$ cat config.mk
export PLATFORM = sky130hd
export DESIGN_NAME = ooo_hazard_tracker
export DESIGN_NICKNAME = d
export VERILOG_FILES = /design/src/rtl/hzd_pkg.sv /design/src/rtl/hzd_reader_table.sv /design/src/rtl/hzd_writer_table.sv /design/src/rtl/hzd_hazard_gen.sv /design/src/rtl/ooo_hazard_tracker.sv
export SDC_FILE = /design/constraint.sdc
export NUM_CORES = 1
export LEC_CHECK = 0
export ABC_CLOCK_PERIOD_IN_PS = 4200
export CAP_MARGIN = 20
export CORE_AREA = 2 2 211 213
export DETAILED_ROUTE_END_ITERATION = 12
export DIE_AREA = 0 0 213 215
export PLACE_DENSITY = 0.88
export SYNTH_ARGS = -nofsm -noshare
export SYNTH_HDL_FRONTEND = slang
export SYNTH_HIERARCHICAL = 1
export SYNTH_SLANG_ARGS = --single-unit
export TNS_END_PERCENT = 1
$ cat constraint.sdc
create_clock -name clk_i -period 4.2 [get_ports clk_i]
set_clock_uncertainty 0.1 [all_clocks]
set_input_delay 0.84 -clock clk_i [delete_from_list [all_inputs] [get_ports clk_i]]
set_output_delay 0.84 -clock clk_i [all_outputs]
set_load 0.01 [all_outputs]
$ cat src/rtl/hzd_pkg.sv
package hzd_pkg;
  localparam int unsigned DEF_NUM_IDS  = 8;
  localparam int unsigned DEF_NUM_REGS = 32;
  localparam int unsigned DEF_NUM_SRC  = 3;
endpackage

$ cat src/rtl/hzd_reader_table.sv
module hzd_reader_table #(
  parameter int unsigned NUM_IDS  = 8,
  parameter int unsigned NUM_REGS = 32,
  parameter int unsigned NUM_SRC  = 3,
  parameter int unsigned REG_W    = $clog2(NUM_REGS)
) (
  input  logic                                clk_i,
  input  logic                                rst_ni,
  input  logic                                issue_valid_i,
  input  logic [NUM_IDS-1:0]                  id_oh_i,
  input  logic [NUM_SRC-1:0]                  src_valid_i,
  input  logic [NUM_SRC*REG_W-1:0]            src_reg_i,
  input  logic [NUM_IDS-1:0]                  running_i,
  output logic [NUM_REGS-1:0][NUM_IDS-1:0]    mask_o
);
  for (genvar r = 0; r < NUM_REGS; r++) begin : g_reg
    logic                hit;
    logic [NUM_IDS-1:0]  mask_q;

    always_comb begin
      hit = 1'b0;
      for (int s = 0; s < NUM_SRC; s++)
        if (issue_valid_i && src_valid_i[s] && src_reg_i[s*REG_W +: REG_W] == REG_W'(r))
          hit = 1'b1;
    end

    // retire masking first, then the new reader
    always_ff @(posedge clk_i or negedge rst_ni) begin
      if (!rst_ni) mask_q <= '0;
      else         mask_q <= (mask_q & running_i) | (hit ? id_oh_i : '0);
    end

    assign mask_o[r] = mask_q;
  end
endmodule

$ cat src/rtl/hzd_writer_table.sv
module hzd_writer_table #(
  parameter int unsigned NUM_IDS  = 8,
  parameter int unsigned NUM_REGS = 32,
  parameter int unsigned ID_W     = $clog2(NUM_IDS),
  parameter int unsigned REG_W    = $clog2(NUM_REGS)
) (
  input  logic                             clk_i,
  input  logic                             rst_ni,
  input  logic                             issue_valid_i,
  input  logic [ID_W-1:0]                  issue_id_i,
  input  logic                             dst_valid_i,
  input  logic [REG_W-1:0]                 dst_reg_i,
  input  logic [NUM_IDS-1:0]               running_i,
  output logic [NUM_REGS-1:0]              live_o,
  output logic [NUM_REGS-1:0][ID_W-1:0]    wid_o
);
  for (genvar r = 0; r < NUM_REGS; r++) begin : g_reg
    logic            vld_q;
    logic [ID_W-1:0] id_q;
    logic            wr;

    assign wr = issue_valid_i && dst_valid_i && dst_reg_i == REG_W'(r);

    always_ff @(posedge clk_i or negedge rst_ni) begin
      if (!rst_ni) begin
        vld_q <= 1'b0;
        id_q  <= '0;
      end else if (wr) begin
        vld_q <= 1'b1;
        id_q  <= issue_id_i;
      end else if (vld_q && !running_i[id_q]) begin
        vld_q <= 1'b0;
      end
    end

    assign live_o[r] = vld_q && running_i[id_q];
    assign wid_o[r]  = id_q;
  end
endmodule

$ cat src/rtl/hzd_hazard_gen.sv
module hzd_hazard_gen #(
  parameter int unsigned NUM_IDS  = 8,
  parameter int unsigned NUM_REGS = 32,
  parameter int unsigned NUM_SRC  = 3,
  parameter int unsigned ID_W     = $clog2(NUM_IDS),
  parameter int unsigned REG_W    = $clog2(NUM_REGS)
) (
  input  logic                             issue_valid_i,
  input  logic [NUM_IDS-1:0]               id_oh_i,
  input  logic [NUM_SRC-1:0]               src_valid_i,
  input  logic [NUM_SRC*REG_W-1:0]         src_reg_i,
  input  logic                             dst_valid_i,
  input  logic [REG_W-1:0]                 dst_reg_i,
  input  logic [NUM_IDS-1:0]               running_i,
  input  logic [NUM_REGS-1:0][NUM_IDS-1:0] rd_mask_i,
  input  logic [NUM_REGS-1:0]              live_i,
  input  logic [NUM_REGS-1:0][ID_W-1:0]    wid_i,
  output logic [NUM_IDS-1:0]               hazard_o
);
  logic [NUM_IDS-1:0] haz;

  always_comb begin
    haz = '0;
    for (int s = 0; s < NUM_SRC; s++)
      if (src_valid_i[s] && live_i[src_reg_i[s*REG_W +: REG_W]])
        haz[wid_i[src_reg_i[s*REG_W +: REG_W]]] = 1'b1;
    if (dst_valid_i) begin
      haz = haz | (rd_mask_i[dst_reg_i] & running_i);
      if (live_i[dst_reg_i]) haz[wid_i[dst_reg_i]] = 1'b1;
    end
    hazard_o = issue_valid_i ? (haz & ~id_oh_i) : '0;
  end
endmodule

$ cat src/rtl/ooo_hazard_tracker.sv
module ooo_hazard_tracker
  import hzd_pkg::*;
#(
  parameter int unsigned NUM_IDS  = DEF_NUM_IDS,
  parameter int unsigned NUM_REGS = DEF_NUM_REGS,
  parameter int unsigned NUM_SRC  = DEF_NUM_SRC,
  localparam int unsigned ID_W    = $clog2(NUM_IDS),
  localparam int unsigned REG_W   = $clog2(NUM_REGS)
) (
  input  logic                     clk_i,
  input  logic                     rst_ni,
  input  logic                     issue_valid_i,
  input  logic [ID_W-1:0]          issue_id_i,
  input  logic [NUM_SRC-1:0]       src_valid_i,
  input  logic [NUM_SRC*REG_W-1:0] src_reg_i,
  input  logic                     dst_valid_i,
  input  logic [REG_W-1:0]         dst_reg_i,
  input  logic [NUM_IDS-1:0]       running_i,
  output logic [NUM_IDS-1:0]       hazard_o
);
  logic [NUM_IDS-1:0]               id_oh;
  logic [NUM_REGS-1:0][NUM_IDS-1:0] rd_mask;
  logic [NUM_REGS-1:0]              live;
  logic [NUM_REGS-1:0][ID_W-1:0]    wid;

  assign id_oh = NUM_IDS'(1) << issue_id_i;

  hzd_reader_table #(
    .NUM_IDS(NUM_IDS), .NUM_REGS(NUM_REGS), .NUM_SRC(NUM_SRC), .REG_W(REG_W)
  ) u_rd (
    .clk_i, .rst_ni, .issue_valid_i,
    .id_oh_i(id_oh), .src_valid_i, .src_reg_i, .running_i,
    .mask_o(rd_mask)
  );

  hzd_writer_table #(
    .NUM_IDS(NUM_IDS), .NUM_REGS(NUM_REGS), .ID_W(ID_W), .REG_W(REG_W)
  ) u_wr (
    .clk_i, .rst_ni, .issue_valid_i, .issue_id_i, .dst_valid_i, .dst_reg_i,
    .running_i, .live_o(live), .wid_o(wid)
  );

  hzd_hazard_gen #(
    .NUM_IDS(NUM_IDS), .NUM_REGS(NUM_REGS), .NUM_SRC(NUM_SRC), .ID_W(ID_W), .REG_W(REG_W)
  ) u_gen (
    .issue_valid_i, .id_oh_i(id_oh), .src_valid_i, .src_reg_i,
    .dst_valid_i, .dst_reg_i, .running_i,
    .rd_mask_i(rd_mask), .live_i(live), .wid_i(wid), .hazard_o
  );
endmodule

==> reports/qor.log, run 1 <==
[logic_synthesis] most used flip-flop cell after synthesis sky130_fd_sc_hd__dfrtp_1
[global_routing] wire length of the first global-routing pass 140 mm
[worst_setup_path] Critical path origin running_i[1]
[worst_setup_path] reg2reg start u_wr/g_reg[6].id_q[0]
[power_and_ir_drop] ratio of total power to cell area 347 mW/mm²
[cells_and_area] net total in the final layout 2,395
[cells_and_area] final core occ 0.720
[worst_setup_path] count of buffer and inverter cells on the critical path 4
[status] outcome finished, violations left
[clock_tree] clock buffers created by TritonCTS 44
[logic_synthesis] mean instance size in the synthesized netlist 12.7 µm²
[sta] min setup slack post-route -1030 ps
[sta] Hold Vio Cnt, Final 0
[power_and_ir_drop] worst vdd rail ir drop 0.325 mV
[global_routing] number of antenna violations at the first check in global routing 3
[worst_setup_path] cell-by-cell listing of the critical path buf_2 -> buf_12 -> buf_4 -> a2111oi_1 -> nor4_2 -> mux4_2 -> mux4_2 -> mux2_4 -> and4_4 -> a222oi_1 -> a211oi_1 -> buf_2
[worst_setup_path] worst reg2reg setup slack 1780 ps
[logic_synthesis] library cells used by synthesis 63
[cells_and_area] share of cells above drive strength 1 0.460
[job] max-capacitance violation count 0
[power_and_ir_drop] Leakage Power 0.0137 µW
[cells_and_area] fillers 2,894
[floorplan] number of placement rows 77
[clock_tree] TritonCTS clock tree yes
[drt] violation count after the first detailed-route iteration 2,703
[worst_setup_path] Worst Path Required 3260 ps
[worst_setup_path] gate family responsible for the most delay along the worst path multiplexers
[sta] timing-limited maximum frequency 0.191 GHz
[worst_setup_path] Levels on crit path 12
[global_routing] vias in the first global route 22,400
[logic_synthesis] fraction of registers with async set or reset after synthesis 1.00
[drt] Final Routed Wirelength 95.0 mm
[logic_synthesis] synth cell count leaders sky130_fd_sc_hd__dfrtp_1, sky130_fd_sc_hd__a22o_1, sky130_fd_sc_hd__mux4_2, sky130_fd_sc_hd__mux2_2, sky130_fd_sc_hd__clkbuf_1
[clock_tree] register clock-pin slew on the reported worst setup and hold paths 60 ps
[logic_synthesis] EDFF count, synth 0
[logic_synthesis] cell area after technology mapping 0.0246 mm²
[sta] Slew @ Worst Pin 1060 ps
[logic_synthesis] number of standard cells after synthesis 1,942
[floorplan] Chip Width 213 µm
[logic_synthesis] area share of the leading cell type in the synthesized netlist 0.390
[logic_synthesis] share of the yosys chip area belonging to registers 0.390
[clock_tree] number of clock sinks seen by CTS 384
[min_path] class of the worst hold path in -> async
[drt] total via count in the routed design 21,600
[floorplan] num ports 46
[drt] Pre-Repair DR Iteration Count 6
[clock_tree] Clock Path Buffers 3
[cells_and_area] signed area change from the synthesized netlist to the final layout 27.7%
[worst_setup_path] arrival time at the worst endpoint 4290 ps
[clock_tree] CTS H-tree lvls 2
[worst_setup_path] worst setup path endpoint hazard_o[3]
[global_routing] pin count of the biggest net entering global routing 114
[worst_setup_path] slowest stage cell on the critical path sky130_fd_sc_hd__a2111oi_1
[worst_setup_path] Crit. End Element primary output
[sta] Rel. slew slack 0.290
[placed_design] final weighted congestion in routability-driven placement 1.05
[sta] final setup violation count 8
[logic_synthesis] cell types with the largest area share after synthesis sky130_fd_sc_hd__dfrtp_1, sky130_fd_sc_hd__mux4_2, sky130_fd_sc_hd__a22o_1, sky130_fd_sc_hd__mux2_2, sky130_fd_sc_hd__mux2i_1
[sta] Final Slew Violations 0
[drt] remaining routing DRC violations 0
[power_and_ir_drop] total design power 10,900 µW
[placed_design] I/O Buffers 45
[floorplan] die span in y 215 µm
[logic_synthesis] biggest area consumer among synthesized cells sky130_fd_sc_hd__dfrtp_1
[clock_tree] clock root cell sky130_fd_sc_hd__clkbuf_16
[clock_tree] worst skew pair latency 600 ps
[floorplan] full die area 0.0458 mm²
[status] violations in the final reports negative setup slack
[worst_setup_path] max incr delay on CP 650 ps
[sta] unrepaired setup endpoints after global routing yes
[placed_design] half-perimeter wire length of the detailed placement result 65.9 mm
[sta] worst hold-check slack 160 ps
[worst_setup_path] largest fanout on the critical path 11
[drt] detail-routed via count per cell 7.24
[logic_synthesis] #FFs+latches synth 384
[worst_setup_path] R2R depth 11
[worst_setup_path] Setup crit start kind primary input
[logic_synthesis] number of warning messages in the yosys log 6
[logic_synthesis] most repeated cell in the gate-level netlist after synthesis sky130_fd_sc_hd__dfrtp_1
[global_routing] global-route congestion overflow total 0
[drt] final antenna-violating net count 0
[sta] period utilization 1.24
[worst_setup_path] Critical Setup Path Class in -> out
[sta] final critical-path required period 5230 ps
[worst_setup_path] reg2reg end u_wr/g_reg[6].vld_q
[floorplan] area of the core 0.0436 mm²
[global_routing] Tot GR Track Use 0.415
[logic_synthesis] net count of the mapped netlist 1,980
[clock_tree] number of hold-repair buffers added at the cts stage 0
[sta] Setup TNS Final -7630 ps
[floorplan] initial standard-cell utilization of the core 0.564
[drt] final routed wire length divided by cell count 31.8 µm
sequential cells by signal, summed over array words and instances, names as in the netlist:
signal	cells
u_rd/g.mask_q	256
u_wr/g.id_q	96
u_wr/g.vld_q	32
repair_timing:
item | in CTS | in global routing
gates cloned | 1 | 3
gates resized for setup | 110 | 122
setup buffers | 32 | 15
pin swaps | 11 | 12
setup endpoints to repair | 8 | 8
cell families after synthesis:
logic type      share of synthesized area
flops                               0.390
simple gates                       0.0996
buf+inv                            0.0382
mux                                 0.284
compound gates                      0.188
worst register-to-register path: cells and delay by family, from the launching register on:
kind                   cells  cell delay [ps]
AOI/OAI and AO/OA          1              310
buffers and inverters      8              980
DFF                        1              480
muxes                      1              400
and+or+nand+nor            1               60
final cells by class:
cell class / count / area [µm²] / share of cell area
inverters: 33 / 124 / 0.00394
well taps: 592 / 741 / 0.0236
flip-flops and latches: 384 / 9620 / 0.306
multi-input cells: 1343 / 14600 / 0.464
diodes: 1 / 2.50 / 0.0000796
repair buffers: 551 / 4810 / 0.153
clock buffers: 61 / 1230 / 0.0393
clock inverters: 20 / 319 / 0.0101
stage by stage:
step	area, µm²	setup slack, ps	std cells
final	31400	-1030	2985
after global routing	31400	-1130	2984
after CTS	30900	-975	2970
after detailed placement	28900	-1540	2859
after global placement	28900	-1510	2859
after floorplan	24600	-289	1942
worst min-delay path by stage:
stage	cells past startpoint	slack (ps)	to
floorplan	1	370	u_rd/g_reg[18].mask_q[6]
global placement	1	390	u_rd/g_reg[18].mask_q[6]
detailed placement	1	390	u_rd/g_reg[26].mask_q[3]
CTS	1	190	u_rd/g_reg[4].mask_q[6]
global route	1	240	u_rd/g_reg[4].mask_q[1]
finish	1	160	u_rd/g_reg[4].mask_q[6]
power by group:
group	internal, µW	switching (µW)	total, µW	leakage [µW]
Clock	2450	1680	4130	0.000749
Sequential	3840	178	4020	0.00528
Combinational	1310	1430	2740	0.00767
per-layer routing:
metal | global-route usage | up-vias | wire length (µm)
met5 | 0 | - | 10
met4 | 0.273 | 2 | 7230
met3 | 0.0754 | 381 | 8760
met2 | 0.656 | 1475 | 44700
met1 | 0.524 | 11000 | 34300
li1 | - | 8727 | -
layout by cell type (no fill, tap or decap), types with 43 or more instances in the layout:
cell,netlist,layout
sky130_fd_sc_hd__buf_4,14,457
sky130_fd_sc_hd__mux2_2,139,137
sky130_fd_sc_hd__nor2b_1,93,61
sky130_fd_sc_hd__nand2_1,66,65
sky130_fd_sc_hd__clkbuf_16,0,47
sky130_fd_sc_hd__dfrtp_1,384,378
sky130_fd_sc_hd__a22oi_1,64,60
sky130_fd_sc_hd__buf_12,0,43
sky130_fd_sc_hd__a22o_1,259,259
sky130_fd_sc_hd__nand3_1,45,45
sky130_fd_sc_hd__mux4_2,166,190
sky130_fd_sc_hd__mux2i_1,90,90
No activity file was read; power rests on OpenSTA's default activity.
==> run 2: changes to the inputs <==
--- a/config.mk
+++ b/config.mk
@@ -8,6 +8,7 @@
 export ABC_CLOCK_PERIOD_IN_PS = 4200
 export CAP_MARGIN = 20
 export CORE_AREA = 2 2 211 213
+export CTS_CLUSTER_SIZE = 16
 export DETAILED_ROUTE_END_ITERATION = 12
 export DIE_AREA = 0 0 213 215
 export PLACE_DENSITY = 0.88
==> run 2 against run 1 <==
The flow still finishes with violations (negative setup slack). Global-route usage is 0.12 points higher. Sequential cell count stayed put. Critical path depth stayed put. Non-clock buffer count is 2 lower. Die area stayed put. Sequential power hardly changed. Clock-buffer cell count stayed put. Sequential share of layout area is 0.066 points higher. Wire length hardly changed. Cell area is 0.20% lower. Setup slack worse by 9.2 ps. Critical path type unchanged. Largest cell class unchanged. Largest power group unchanged.
==> reports/qor.log, run 2 (synthesized netlist as in run 1, its figures left out) <==
[cells_and_area] most flop-heavy register u_rd/g.mask_q
[cells_and_area] fillers 2,900
[drt] Pre-Repair DR Iteration Count 6
[cells_and_area] leading registers by flop count u_rd/g.mask_q x256, u_wr/g.id_q x96, u_wr/g.vld_q x32
[cells_and_area] most common cell after layout, fill and taps aside sky130_fd_sc_hd__buf_4
[drt] final routed wire length divided by cell count 31.9 µm
[cells_and_area] signed area change from the synthesized netlist to the final layout 27.4%
[global_routing] number of antenna violations at the first check in global routing 2
[worst_setup_path] arrival time at the worst endpoint 4290 ps
[clock_tree] CTS H-tree lvls 2
[sta] Final Slew Violations 0
[sta] final setup violation count 8
[sta] Slew @ Worst Pin 1050 ps
[worst_setup_path] worst reg2reg setup slack 1780 ps
[floorplan] area of the core 0.0436 mm²
[clock_tree] worst skew pair latency 610 ps
[cells_and_area] highest-count cells in the layout ignoring fill and taps sky130_fd_sc_hd__buf_4, sky130_fd_sc_hd__dfrtp_1, sky130_fd_sc_hd__a22o_1, sky130_fd_sc_hd__mux4_2, sky130_fd_sc_hd__mux2_2
[worst_setup_path] cell-by-cell listing of the critical path buf_2 -> buf_12 -> buf_4 -> a2111oi_1 -> nor4_2 -> mux4_2 -> mux4_2 -> mux2_4 -> and4_4 -> a222oi_1 -> a211oi_1 -> buf_2
[clock_tree] number of clock sinks seen by CTS 384
[status] outcome finished, violations left
[power_and_ir_drop] total design power 10,900 µW
[worst_setup_path] gate family responsible for the most delay along the worst path multiplexers
[placed_design] final weighted congestion in routability-driven placement 1.05
[worst_setup_path] Setup crit start kind primary input
[worst_setup_path] reg2reg end u_wr/g_reg[6].vld_q
[sta] timing-limited maximum frequency 0.191 GHz
[worst_setup_path] count of buffer and inverter cells on the critical path 4
[floorplan] full die area 0.0458 mm²
[worst_setup_path] Worst Path Required 3260 ps
[clock_tree] register clock-pin slew on the reported worst setup and hold paths 60 ps
[drt] remaining routing DRC violations 0
[drt] final antenna-violating net count 0
[min_path] class of the worst hold path in -> async
[floorplan] Chip Width 213 µm
[worst_setup_path] Crit. End Element primary output
[sta] min setup slack post-route -1030 ps
[worst_setup_path] R2R depth 11
[placed_design] I/O Buffers 45
[clock_tree] clock root cell sky130_fd_sc_hd__clkbuf_16
[power_and_ir_drop] worst vdd rail ir drop 0.349 mV
[global_routing] wire length of the first global-routing pass 141 mm
[status] violations in the final reports negative setup slack
[clock_tree] Clock Path Buffers 3
[clock_tree] clock buffers created by TritonCTS 44
[worst_setup_path] Critical Setup Path Class in -> out
[sta] Setup TNS Final -7790 ps
[drt] violation count after the first detailed-route iteration 2,786
[floorplan] die span in y 215 µm
[placed_design] half-perimeter wire length of the detailed placement result 65.9 mm
[power_and_ir_drop] Leakage Power 0.0137 µW
[clock_tree] TritonCTS clock tree yes
[global_routing] pin count of the biggest net entering global routing 114
[drt] Final Routed Wirelength 95.1 mm
[sta] Rel. slew slack 0.301
[drt] total via count in the routed design 21,700
[worst_setup_path] largest fanout on the critical path 11
[global_routing] vias in the first global route 22,300
[cells_and_area] number of inserted diodes 0
[drt] detail-routed via count per cell 7.28
[cells_and_area] final core occ 0.719
[worst_setup_path] reg2reg start u_wr/g_reg[6].id_q[0]
[power_and_ir_drop] ratio of total power to cell area 348 mW/mm²
[placed_design] Setup WS pre-CTS -1540 ps
[cells_and_area] share of cells above drive strength 1 0.458
[cells_and_area] net total in the final layout 2,393
[sta] Hold Vio Cnt, Final 0
[sta] worst hold-check slack 153 ps
[job] max-capacitance violation count 0
[sta] final critical-path required period 5230 ps
[global_routing] Tot GR Track Use 0.416
[worst_setup_path] slowest stage cell on the critical path sky130_fd_sc_hd__a2111oi_1
[cells_and_area] flip-flop count of the largest register after layout 256
[global_routing] global-route congestion overflow total 0
[sta] period utilization 1.25
[sta] unrepaired setup endpoints after global routing yes
[floorplan] number of placement rows 77
[floorplan] num ports 46
[floorplan] initial standard-cell utilization of the core 0.564
[worst_setup_path] max incr delay on CP 660 ps
-- run 2: changes by cell type in the layout (fill, tap and decap cells not counted), moves of 2 or more --
cell | previous run | this run
sky130_fd_sc_hd__clkbuf_8 | 7 | 9
sky130_fd_sc_hd__nor2b_1 | 61 | 63
sky130_fd_sc_hd__nor4_4 | 5 | 3
sky130_fd_sc_hd__clkbuf_1 | 10 | 8
sky130_fd_sc_hd__nor3b_1 | 16 | 19
sky130_fd_sc_hd__nor3b_2 | 19 | 16
-- run 2: through the flow --
step           area (µm²)  instances
2_1_floorplan       24600       1942
3_3_place_gp        28900       2859
3_5_place_dp        28900       2859
4_1_cts             30900       2969
5_1_grt             31400       2981
6_report            31400       2981
-- run 2: how the worst max path moves through the flow --
| stage | from | to | slack (ps) | cells past startpoint |
|---|---|---|---|---|
| 6_report | running_i[1] | hazard_o[3] | -1030 | 12 |
| 5_1_grt | running_i[1] | hazard_o[3] | -1130 | 12 |
| 4_1_cts | u_wr/g_reg[12].id_q[0] | hazard_o[3] | -970 | 11 |
| 3_5_place_dp | running_i[7] | hazard_o[1] | -1540 | 14 |
| 3_3_place_gp | running_i[7] | hazard_o[6] | -1510 | 14 |
| 2_1_floorplan | running_i[5] | hazard_o[3] | -290 | 10 |
-- run 2: final cells by class --
type / instances / area, µm² / share of cell area
clock inverter: 19 / 314 / 0.0100
inverter: 33 / 124 / 0.00395
clock buffer: 61 / 1250 / 0.0400
tap: 592 / 741 / 0.0236
timing repair buffer: 549 / 4790 / 0.153
sequential: 384 / 9620 / 0.307
multi-input combinational: 1343 / 14500 / 0.463
-- run 2: power breakdown --
part | internal [µW] | leakage [µW] | switching (µW)
Clock | 2480 | 0.000758 | 1690
Combinational | 1310 | 0.00765 | 1420
Sequential | 3840 | 0.00528 | 177
Total | 7630 | 0.0137 | 3290
-- run 2: metal layers --
| layer | GRT usage | wire, µm | vias to the layer above |
|---|---|---|---|
| met5 | 0 | 10 | - |
| met4 | 0.276 | 7670 | 2 |
| met3 | 0.0720 | 8470 | 388 |
| met2 | 0.655 | 44300 | 1485 |
| met1 | 0.529 | 34600 | 11100 |
| li1 | - | - | 8709 |
-- run 2: worst register-to-register path, stage by stage (launching register included) --
cell	delay (ps)
sky130_fd_sc_hd__dfrtp_1	470
sky130_fd_sc_hd__mux4_2	400
sky130_fd_sc_hd__nor2b_2	60
sky130_fd_sc_hd__buf_4	130
sky130_fd_sc_hd__buf_4	120
sky130_fd_sc_hd__buf_4	120
sky130_fd_sc_hd__buf_4	120
sky130_fd_sc_hd__buf_4	120
sky130_fd_sc_hd__buf_4	120
sky130_fd_sc_hd__buf_4	130
sky130_fd_sc_hd__buf_4	120
sky130_fd_sc_hd__o41ai_1	310
-- run 2: repair_timing --
action	4_1_cts	5_1_grt
setup endpoints to repair	8	8
gates cloned	1	3
hold buffers	0	0
gates resized for setup	110	112
buffers inserted	32	14
pin swaps	11	8
==> run 3: changes to the inputs <==
--- a/config.mk
+++ b/config.mk
@@ -5,13 +5,13 @@
 export SDC_FILE = /design/constraint.sdc
 export NUM_CORES = 1
 export LEC_CHECK = 0
-export ABC_CLOCK_PERIOD_IN_PS = 4200
 export CAP_MARGIN = 20
-export CORE_AREA = 2 2 211 213
+export CORE_AREA = 2 2 269 271
 export CTS_CLUSTER_SIZE = 16
 export DETAILED_ROUTE_END_ITERATION = 12
-export DIE_AREA = 0 0 213 215
-export PLACE_DENSITY = 0.88
+export DIE_AREA = 0 0 271 273
+export PLACE_DENSITY = 0.63
+export SKIP_CTS_REPAIR_TIMING = 1
 export SYNTH_ARGS = -nofsm -noshare
 export SYNTH_HDL_FRONTEND = slang
 export SYNTH_HIERARCHICAL = 1
==> run 3 against run 2 <==
The run still ends with negative setup slack left. Clock power fell by 9.4%. Sequential share of layout area up 0.14 points. Combinational power fell by 4%. Clock-buffer cell count decreased by 3. Maximum frequency is 3.2% lower. First-iteration DRC count decreased by 19%. Worst hold slack lost 28 ps. Cell area shrank 0.43%. Power decreased by 4.6%. Critical path depth rose by 2.
==> reports/qor.log, run 3 (synthesized netlist as in run 1, its figures left out) <==
[cells_and_area] flip-flop count of the largest register after layout 256
[global_routing] Tot GR Track Use 0.242
[worst_setup_path] slowest stage cell on the critical path sky130_fd_sc_hd__mux4_1
[sta] final critical-path required period 5410 ps
[cells_and_area] final core occ 0.440
[drt] remaining routing DRC violations 0
[job] max-capacitance violation count 0
[clock_tree] clock root cell sky130_fd_sc_hd__clkbuf_16
[placed_design] half-perimeter wire length of the detailed placement result 66.2 mm
[floorplan] number of placement rows 98
[clock_tree] CTS H-tree lvls 2
[status] outcome finished, violations left
[clock_tree] Clock Path Buffers 3
[worst_setup_path] Worst Path Required 3260 ps
[worst_setup_path] cell-by-cell listing of the critical path buf_4 -> buf_6 -> mux4_1 -> nor2b_2 -> nor4_1 -> mux4_2 -> mux4_2 -> mux2_4 -> and4_4 -> buf_6 -> a222oi_1 -> a211oi_1 -> buf_4 -> buf_6
[clock_tree] clock buffers created by TritonCTS 42
[clock_tree] register clock-pin slew on the reported worst setup and hold paths 60 ps
[floorplan] area of the core 0.0710 mm²
[global_routing] number of antenna violations at the first check in global routing 2
[placed_design] placed instance area 0.0292 mm²
[power_and_ir_drop] Switching Power 3160 µW
[power_and_ir_drop] worst vdd rail ir drop 0.332 mV
[placed_design] final weighted congestion in routability-driven placement 1.01
[sta] Rel. slew slack 0.443
[sta] Hold Vio Cnt, Final 0
[cells_and_area] Seq. cell area 0.00962 mm²
[power_and_ir_drop] Leakage Power 0.0134 µW
[floorplan] initial standard-cell utilization of the core 0.347
[power_and_ir_drop] ratio of total power to cell area 334 mW/mm²
[cells_and_area] highest-count cells in the layout ignoring fill and taps sky130_fd_sc_hd__buf_4, sky130_fd_sc_hd__dfrtp_1, sky130_fd_sc_hd__a22o_1, sky130_fd_sc_hd__mux4_2, sky130_fd_sc_hd__mux2_2
[global_routing] global-route congestion overflow total 0
[floorplan] Chip Width 271 µm
[placed_design] I/O Buffers 45
[min_path] class of the worst hold path in -> async
[cells_and_area] Non-Filler Cell Area, Final 0.0312 mm²
[worst_setup_path] arrival time at the worst endpoint 4470 ps
[cells_and_area] most common cell after layout, fill and taps aside sky130_fd_sc_hd__buf_4
[drt] total via count in the routed design 20,700
[drt] final antenna-violating net count 0
[sta] Final Slew Violations 0
[worst_setup_path] Setup crit start kind primary input
[power_and_ir_drop] power share of the sequential group 0.386
[drt] Pre-Repair DR Iteration Count 6
[clock_tree] worst skew pair latency 590 ps
[cells_and_area] net total in the final layout 2,340
[worst_setup_path] largest fanout on the critical path 14
[sta] Slew @ Worst Pin 834 ps
[drt] final routed wire length divided by cell count 27.9 µm
[drt] Final Routed Wirelength 91.8 mm
[cells_and_area] share of cells above drive strength 1 0.438
[sta] unrepaired setup endpoints after global routing yes
[clock_tree] number of clock sinks seen by CTS 384
[worst_setup_path] max incr delay on CP 530 ps
[sta] period utilization 1.29
[global_routing] pin count of the biggest net entering global routing 109
[sta] worst hold-check slack 125 ps
[worst_setup_path] Most common cell on crit path sky130_fd_sc_hd__buf_6
[floorplan] num ports 46
[cells_and_area] most flop-heavy register u_rd/g.mask_q
[power_and_ir_drop] share of total power in combinational logic 0.251
[worst_setup_path] gate family responsible for the most delay along the worst path multiplexers
[sta] min setup slack post-route -1210 ps
[clock_tree] TritonCTS clock tree yes
[sta] timing-limited maximum frequency 0.185 GHz
[worst_setup_path] Crit. End Element primary output
[cells_and_area] fillers 6,413
[floorplan] die span in y 273 µm
[power_and_ir_drop] switching power share of the total 0.303
[global_routing] vias in the first global route 20,900
[drt] detail-routed via count per cell 6.30
[cells_and_area] leading registers by flop count u_rd/g.mask_q x256, u_wr/g.id_q x96, u_wr/g.vld_q x32
[status] violations in the final reports negative setup slack
[floorplan] full die area 0.0740 mm²
[sta] final setup violation count 8
[cells_and_area] signed area change from the synthesized netlist to the final layout 26.9%
[drt] violation count after the first detailed-route iteration 2,252
[power_and_ir_drop] cell-internal power 7260 µW
[worst_setup_path] count of buffer and inverter cells on the critical path 5
[power_and_ir_drop] relative contribution of the clock network to total power 0.363
[cells_and_area] area of combinational cells with multiple inputs 0.0146 mm²
[worst_setup_path] Critical Setup Path Class in -> out
[global_routing] wire length of the first global-routing pass 136 mm
## run 3: changes by cell type in the layout (fill, tap and decap cells not counted), sizes merged
cell / delta
buf: -54
clkbuf: -5
dlymetal6s2s: +5
bufinv: -4
clkinv: +4
clkinvlp: -1
diode: +1
inv: +1
## run 3: power by group through the flow
stage / sequential (µW) / clock (µW) / combinational, µW
floorplan: 4090 / 0 / 1140
global placement: 4050 / 0 / 2370
detailed placement: 4060 / 0 / 2430
CTS: 3990 / 3870 / 2430
global route: 4030 / 4030 / 2730
finish: 4020 / 3780 / 2620
## run 3: routing by layer
layer	vias up	wire, µm	global-route usage
met3	217	7860	0.0448
met5	-	0	0
met2	1091	41500	0.375
met4	0	4090	0.102
met1	10800	38300	0.334
li1	8610	-	-
## run 3: per-stage QoR
step / instances / total power, µW / setup WS [ps] / setup TNS (ps)
final: 3286 / 10400 / -1210 / -8570
after global routing: 3286 / 10800 / -1240 / -9000
after CTS: 3276 / 10300 / -1740 / -13160
after detailed placement: 3199 / 6480 / -1720 / -13050
after global placement: 3199 / 6420 / -1590 / -12150
after floorplan: 1942 / 5230 / -289 / -1420
## run 3: cell type report
type                            instances  area share
Multi-Input combinational cell       1343       0.466
Sequential cell                       384       0.308
Timing Repair Buffer                  498       0.139
Clock buffer                           58      0.0385
Tap cell                              950      0.0381
Clock inverter                         19     0.00665
Inverter                               33     0.00397
Antenna cell                            1   0.0000801
## run 3: path summary, 6_finish.rpt
path / cells past startpoint / start / to / slack (ps)
worst max-delay path: 14 / running_i[5] / hazard_o[3] / -1210
worst min-delay path: 1 / rst_ni / u_wr/g_reg[15].vld_q / 130
worst max register to register: 4 / u_wr/g_reg[24].id_q[0] / u_wr/g_reg[24].vld_q / 2500
worst min register to register: 1 / u_rd/g_reg[3].mask_q[6] / u_rd/g_reg[3].mask_q[6] / 400
max in group asynchronous: 2 / rst_ni / u_rd/g_reg[17].mask_q[0] / 2820
min in group clk_i: 1 / u_rd/g_reg[3].mask_q[6] / u_rd/g_reg[3].mask_q[6] / 400
